**src/rtl/bclk_pkg.sv**
```systemverilog
package bclk_pkg;

  localparam int PH_W = 3;

  typedef enum logic [1:0] {
    ST_IDLE  = 2'd0,
    ST_DELAY = 2'd1,
    ST_RUN   = 2'd2
  } bst_t;

  // Half-period of the burst clock, in phases.
  function automatic logic [PH_W-1:0] half_len(input logic [1:0] div, input logic maxf);
    if (maxf) return PH_W'(1);
    return PH_W'(div) + PH_W'(1);
  endfunction

endpackage

```
**src/rtl/bclk_seq_fsm.sv**
```systemverilog
module bclk_seq_fsm
  import bclk_pkg::*;
#(
  parameter int DLY_W = 4
) (
  input  logic             clk,
  input  logic             rst_n,
  input  logic             start,
  input  logic             stop,
  input  logic [DLY_W-1:0] dly_in,
  output bst_t             state,
  output logic             launch,
  output logic             running
);

  bst_t             st_q;
  logic [DLY_W-1:0] cnt_q;

  always_ff @(posedge clk) begin
    if (!rst_n) begin
      st_q  <= ST_IDLE;
      cnt_q <= '0;
    end else if (start) begin
      st_q  <= ST_DELAY;
      cnt_q <= dly_in;
    end else if (stop) begin
      st_q  <= ST_IDLE;
      cnt_q <= '0;
    end else if (st_q == ST_DELAY) begin
      if (cnt_q == '0) st_q <= ST_RUN;
      else             cnt_q <= cnt_q - 1'b1;
    end
  end

  assign state   = st_q;
  assign launch  = (st_q == ST_DELAY) && (cnt_q == '0) && !start && !stop;
  assign running = (st_q == ST_RUN);

  AST_DELAY_COUNTDOWN: assert property (@(posedge clk) disable iff (!rst_n)
    (st_q == ST_DELAY && cnt_q != '0 && !start && !stop) |=> (cnt_q == $past(cnt_q) - 1'b1));

  AST_STOP_IDLE: assert property (@(posedge clk) disable iff (!rst_n)
    (stop && !start) |=> (st_q == ST_IDLE));

endmodule

```
**src/rtl/bclk_toggle.sv**
```systemverilog
module bclk_toggle
  import bclk_pkg::*;
(
  input  logic            clk,
  input  logic            rst_n,
  input  logic            halt,
  input  logic            load,
  input  logic [PH_W-1:0] half_in,
  input  logic            launch,
  input  logic            run,
  output logic            bclk,
  output logic            cap_stb,
  output logic            fall_evt
);

  logic [PH_W-1:0] half_q;
  logic [PH_W-1:0] ph_q;
  logic            bclk_q;
  logic            cap_q;
  logic            at_edge;

  assign at_edge = run && (ph_q == half_q - PH_W'(1));

  always_ff @(posedge clk) begin
    if (!rst_n) begin
      half_q <= PH_W'(1);
      ph_q   <= '0;
      bclk_q <= 1'b0;
      cap_q  <= 1'b0;
    end else begin
      if (load) half_q <= half_in;
      if (halt) begin
        ph_q   <= '0;
        bclk_q <= 1'b0;
        cap_q  <= 1'b0;
      end else if (launch) begin
        ph_q   <= '0;
        bclk_q <= 1'b1;
        cap_q  <= 1'b1;
      end else if (at_edge) begin
        ph_q   <= '0;
        bclk_q <= ~bclk_q;
        cap_q  <= ~bclk_q;
      end else if (run) begin
        ph_q   <= ph_q + PH_W'(1);
        cap_q  <= 1'b0;
      end else begin
        cap_q  <= 1'b0;
      end
    end
  end

  assign bclk     = bclk_q;
  assign cap_stb  = cap_q;
  assign fall_evt = at_edge && bclk_q && !halt;

  AST_PHASE_BOUND: assert property (@(posedge clk) disable iff (!rst_n)
    run |-> (ph_q < half_q));

  AST_HALF_NONZERO: assert property (@(posedge clk) disable iff (!rst_n)
    half_q != '0);

  AST_CAP_ON_RISE: assert property (@(posedge clk) disable iff (!rst_n)
    cap_q == $rose(bclk_q));

endmodule

```
**src/rtl/burst_clk_gen.sv**
```systemverilog
module burst_clk_gen
  import bclk_pkg::*;
#(
  parameter int DLY_W = 4
) (
  input  logic             clk,
  input  logic             rst_n,
  input  logic             burst_start,
  input  logic             req_valid,
  input  logic             req_seq,
  input  logic             ext_term,
  input  logic [1:0]       div_sel,
  input  logic [DLY_W-1:0] start_dly,
  input  logic             max_freq,
  output logic             bclk,
  output logic             lba,
  output logic             cap_stb
);

  logic            stop_req;
  logic            halt;
  logic            launch;
  logic            running;
  logic            fall_evt;
  logic [PH_W-1:0] half_sel;
  bst_t            state;
  logic            lba_q;

  assign stop_req = ext_term || (req_valid && !req_seq);
  assign halt     = burst_start || stop_req;
  assign half_sel = half_len(div_sel, max_freq);

  bclk_seq_fsm #(.DLY_W(DLY_W)) u_fsm (
    .clk     (clk),
    .rst_n   (rst_n),
    .start   (burst_start),
    .stop    (stop_req),
    .dly_in  (start_dly),
    .state   (state),
    .launch  (launch),
    .running (running)
  );

  bclk_toggle u_tog (
    .clk      (clk),
    .rst_n    (rst_n),
    .halt     (halt),
    .load     (burst_start),
    .half_in  (half_sel),
    .launch   (launch),
    .run      (running),
    .bclk     (bclk),
    .cap_stb  (cap_stb),
    .fall_evt (fall_evt)
  );

  always_ff @(posedge clk) begin
    if (!rst_n)           lba_q <= 1'b0;
    else if (burst_start) lba_q <= 1'b1;
    else if (stop_req)    lba_q <= 1'b0;
    else if (fall_evt)    lba_q <= 1'b0;
  end

  assign lba = lba_q;

  AST_LBA_ON_START: assert property (@(posedge clk) disable iff (!rst_n)
    burst_start |=> lba);

  AST_LBA_DROP: assert property (@(posedge clk) disable iff (!rst_n)
    $fell(lba) |-> ($fell(bclk) || $past(stop_req)));

  AST_IDLE_LOW: assert property (@(posedge clk) disable iff (!rst_n)
    (state == ST_IDLE) |-> (!bclk && !lba));

  AST_DELAY_LOW: assert property (@(posedge clk) disable iff (!rst_n)
    (state == ST_DELAY) |-> !bclk);

endmodule

```
**config.mk**
```make
export PLATFORM = sky130hd
export DESIGN_NAME = burst_clk_gen
export DESIGN_NICKNAME = d
export VERILOG_FILES = /design/src/rtl/bclk_pkg.sv /design/src/rtl/bclk_seq_fsm.sv /design/src/rtl/bclk_toggle.sv /design/src/rtl/burst_clk_gen.sv
export SDC_FILE = /design/constraint.sdc
export NUM_CORES = 1
export LEC_CHECK = 0
export BUFFER_PORTS_ARGS = -buffer_cell sky130_fd_sc_hd__buf_2
export CAP_MARGIN = 20
export CELL_PAD_IN_SITES_DETAIL_PLACEMENT = 2
export CELL_PAD_IN_SITES_GLOBAL_PLACEMENT = 2
export CORE_AREA = 2 2 63 53
export CTS_CLUSTER_DIAMETER = 150
export DETAILED_ROUTE_END_ITERATION = 8
export DIE_AREA = 0 0 65 55
export PLACE_DENSITY = 0.67
export SLEW_MARGIN = 20
export SYNTH_ARGS = -nofsm -noshare
export SYNTH_HDL_FRONTEND = slang
export SYNTH_SLANG_ARGS = --single-unit
```
**constraint.sdc**
```tcl
create_clock -name clk -period 1.5 [get_ports clk]
set_input_delay 0.15 -clock clk [delete_from_list [all_inputs] [get_ports clk]]
set_output_delay 0.15 -clock clk [all_outputs]
set_load 0.01 [all_outputs]
```
==> flow_summary_export.csv <==
group,metric,value,unit
synthesis,yosys.area.top_type_share,0.374,
clock_tree,clock_latency,0.25,ns
pwr,p_sw,254,µW
die,row_count,18,
die,die_w,65,µm
pwr,peakVddDrop,0.000300,V
pwr,combPwrFrac,0.188,
synthesis,yosysTopAreaCell,"dfxtp_1",
die,fp.coreArea,2950,µm²
sta,finalMaxSlewViolations,0,
die,dieHeight,55,µm
synthesis,syn_inst,86,
outcome,status,"finished clean",
pwr,p_clk_frac,0.358,
synthesis,async_reset_ff_frac,0,
placed_design,dp_hpwl,1620,µm
global_route,grt_usage,0.137,
worst_setup_path,crit_path_end_kind,"register",
final_layout,layout.cells.non_filler,149,
sta,hold_violations,0,
detailed_routing,drtAntennaViolNets,0,
worst_setup_path,setup.worst_path.start_class,"register",
clock_tree,clockRootBuffer,"clkbuf_8",
synthesis,syn_area_per_cell,9.33,µm²
placed_design,post-place-cells,143,
sta,clock_skew,0.00189,ns
synthesis,synth_fp_nets,103,
sta,slew_headroom,0.742,
worst_setup_path,crit_type,"register to register",
worst_hold_path,hold_path.class,"primary input to register",
worst_setup_path,cp_slowest_stage_delay,0.44,ns
worst_setup_path,path_max_fanout,4,
synthesis,ys_warn_count,0,
synthesis,synth_area_leaders,"dfxtp_1, a21oi_1, ha_1, xor2_1, nor2_1",
final_layout,antenna_cells,0,
global_route,grt_pass1_vias,740,
worst_setup_path,worstPathArrival,1.62,ns
detailed_routing,wirelength,2220,µm
sta,max_slew.worst_pin.slew,0.385,ns
clock_tree,hold_buffers,0,
synthesis,ys_ff_latch,15,
detailed_routing,wl_per_cell,14.9,µm
final_layout,mostFrequentLayoutCells,"buf_2, dfxtp_1, a21oi_1",
sta,rsz0062_at_grt,"yes",
synthesis,synth-edff-count,0,
clock_tree,clkTransAtPathRegs,0.06,ns
global_route,grt_first_pass_wirelength,3580,µm
final_layout,nets,127,
pwr,power,939,µW
synthesis,synth_cell_types,34,
sta,fin_setup_tns,0,ns
pwr,p_leak,0.433,nW
pwr,seqPwrFrac,0.454,
final_layout,fill_cells,335,
detailed_routing,initialDrtViolationCount,14,
placed_design,portBuffers,15,
synthesis,yosys_most_used_dff,"dfxtp_1",
final_layout,final_common_cell,"buf_2",
die,io_pins,16,
worst_setup_path,r2r_start,"u_fsm.cnt_q[0]$_SDFFE_PN0P_",
final_layout,final_util,0.359,
clock_tree,htreeDepth,1,
synthesis,syn_area,802,µm²
pwr,switching_share,0.271,
final_layout,final_layout_size_suffix_gt1_frac,0.413,
worst_hold_path,hold_path_startpoint,"start_dly[0]",
global_route,grt_remaining_overflow,0,
detailed_routing,drc,0,
detailed_routing,vias_per_cell,4.80,
worst_setup_path,cp.required,1.64,ns
die,initial_core_util,0.272,
die,die-area,3580,µm²
pwr,powerDensity,886,nW/µm²
job,cap_violations,0,
worst_setup_path,cpMaxStageDelayCell,"or3b_4",
worst_setup_path,crit_chain,"inv_2 -> ha_4 -> or3b_4 -> and3_4 -> o21ai_2 -> a21boi_1",
clock_tree,clkSinkCount,15,
global_route,grt_max_degree,15,
worst_setup_path,crit_start,"u_fsm.cnt_q[0]$_SDFFE_PN0P_",
placed_design,gp_congestion,0.666,
global_route,grt_antenna_before_repair,0,
clock_tree,cts_buffer_depth,2,
sta,finalCriticalPeriod,1.48,ns
final_layout,syn_to_final_growth,32.1,%
sta,fmax,677,MHz
synthesis,synth-seq-area-share,0.374,
clock_tree,tritoncts,"yes",
pwr,power.internal,684,µW
sta,setup_violations,0,
clock_tree,cts_made_buffers,3,
detailed_routing,drtPass1Iterations,3,
detailed_routing,vias,715,
sta,finalCritPeriodShare,0.985,
[registers in the layout, summed over array words and instances (netlist names)]
register / flops
u_fsm.cnt_q: 4
u_tog.half_q: 3
u_tog.ph_q: 3
u_fsm.state: 2
lba: 1
u_tog.bclk: 1
u_tog.cap_stb: 1
[final timing paths]
path,to,slack [ns],cells after the start
max,u_fsm.cnt_q[0]$_SDFFE_PN0P_,0.02,6
min reg2reg,u_fsm.state[1]$_SDFFE_PP0P_,0.51,2
max reg2reg,u_fsm.cnt_q[0]$_SDFFE_PN0P_,0.02,6
min,u_fsm.cnt_q[0]$_SDFFE_PN0P_,0.15,3
[logic make-up (layout without fill, tap and decap cells)]
family                     after synthesis  count (layout)  synth area share
and+or+nand+nor                         30              30             0.212
AOI/OAI and AO/OA                       23              23             0.218
adders and majority gates                4               4            0.0624
xor gates and xnor gates                 6               6            0.0827
DFF                                     15              15             0.374
buffers and inverters                    7              30            0.0374
muxes                                    1               1            0.0125
[stage by stage]
| stage | hold WS (ns) | worst slack [ns] | cell area [µm²] |
|---|---|---|---|
| after floorplan | 0.212 | 0.0639 | 802 |
| after global placement | 0.404 | -0.0198 | 942 |
| after detailed placement | 0.407 | -0.0472 | 942 |
| after CTS | 0.149 | 0.00413 | 1000 |
| after global routing | 0.167 | -0.0480 | 1060 |
| final | 0.147 | 0.0218 | 1060 |
[cell type report]
type | count | area (µm²) | area share
Tap cell | 40 | 50.0 | 0.0472
Multi-Input combinational cell | 64 | 526 | 0.496
Inverter | 6 | 22.5 | 0.0213
Clock buffer | 4 | 45.0 | 0.0425
Sequential cell | 15 | 304 | 0.287
Timing Repair Buffer | 20 | 113 | 0.106
[worst max-delay path: cells and delay by family (launching register included)]
kind	cells	cell delay, ns
buf+inv	1	0.08
simple gates	2	0.65
fa+ha+maj	1	0.15
flops	1	0.32
compound gates	2	0.17
[power groups by stage]
stage	combinational, mW	clock [mW]	sequential (mW)
detailed placement	0.150	0	0.433
global route	0.196	0.365	0.429
floorplan	0.0944	0	0.431
CTS	0.158	0.348	0.425
global placement	0.145	0	0.432
finish	0.177	0.336	0.426
[layer usage]
metal  GRT usage  vias to the layer above  part of all wire
met1       0.182                      353              0.52
met2       0.220                       12              0.44
met3      0.0263                        2             0.031
met5           0                        -                 0
met4      0.0638                        0            0.0085
li1            -                      348                 -
[cell usage after synthesis (all sizes together) (2+ instances only)]
| cell type | count |
|---|---|
| a22o | 2 |
| ha | 4 |
| nand2 | 7 |
| nand3 | 3 |
| nor3 | 2 |
| inv | 6 |
| o21ai | 2 |
| o211a | 2 |
| nor3b | 2 |
| and2b | 2 |
| xor2 | 4 |
| nor2 | 8 |
| nor2b | 2 |
| a21oi | 10 |
| nand4 | 2 |
| dfxtp | 15 |
[what timing repair did]
item / in CTS / in global routing
endpoints found under the setup margin: 5 / 9
pin swaps: 1 / 6
setup buffers: 0 / 2
gates resized for setup: 5 / 11
cloned: 0 / 0
Note: power is estimated with default switching activity, not from simulation.
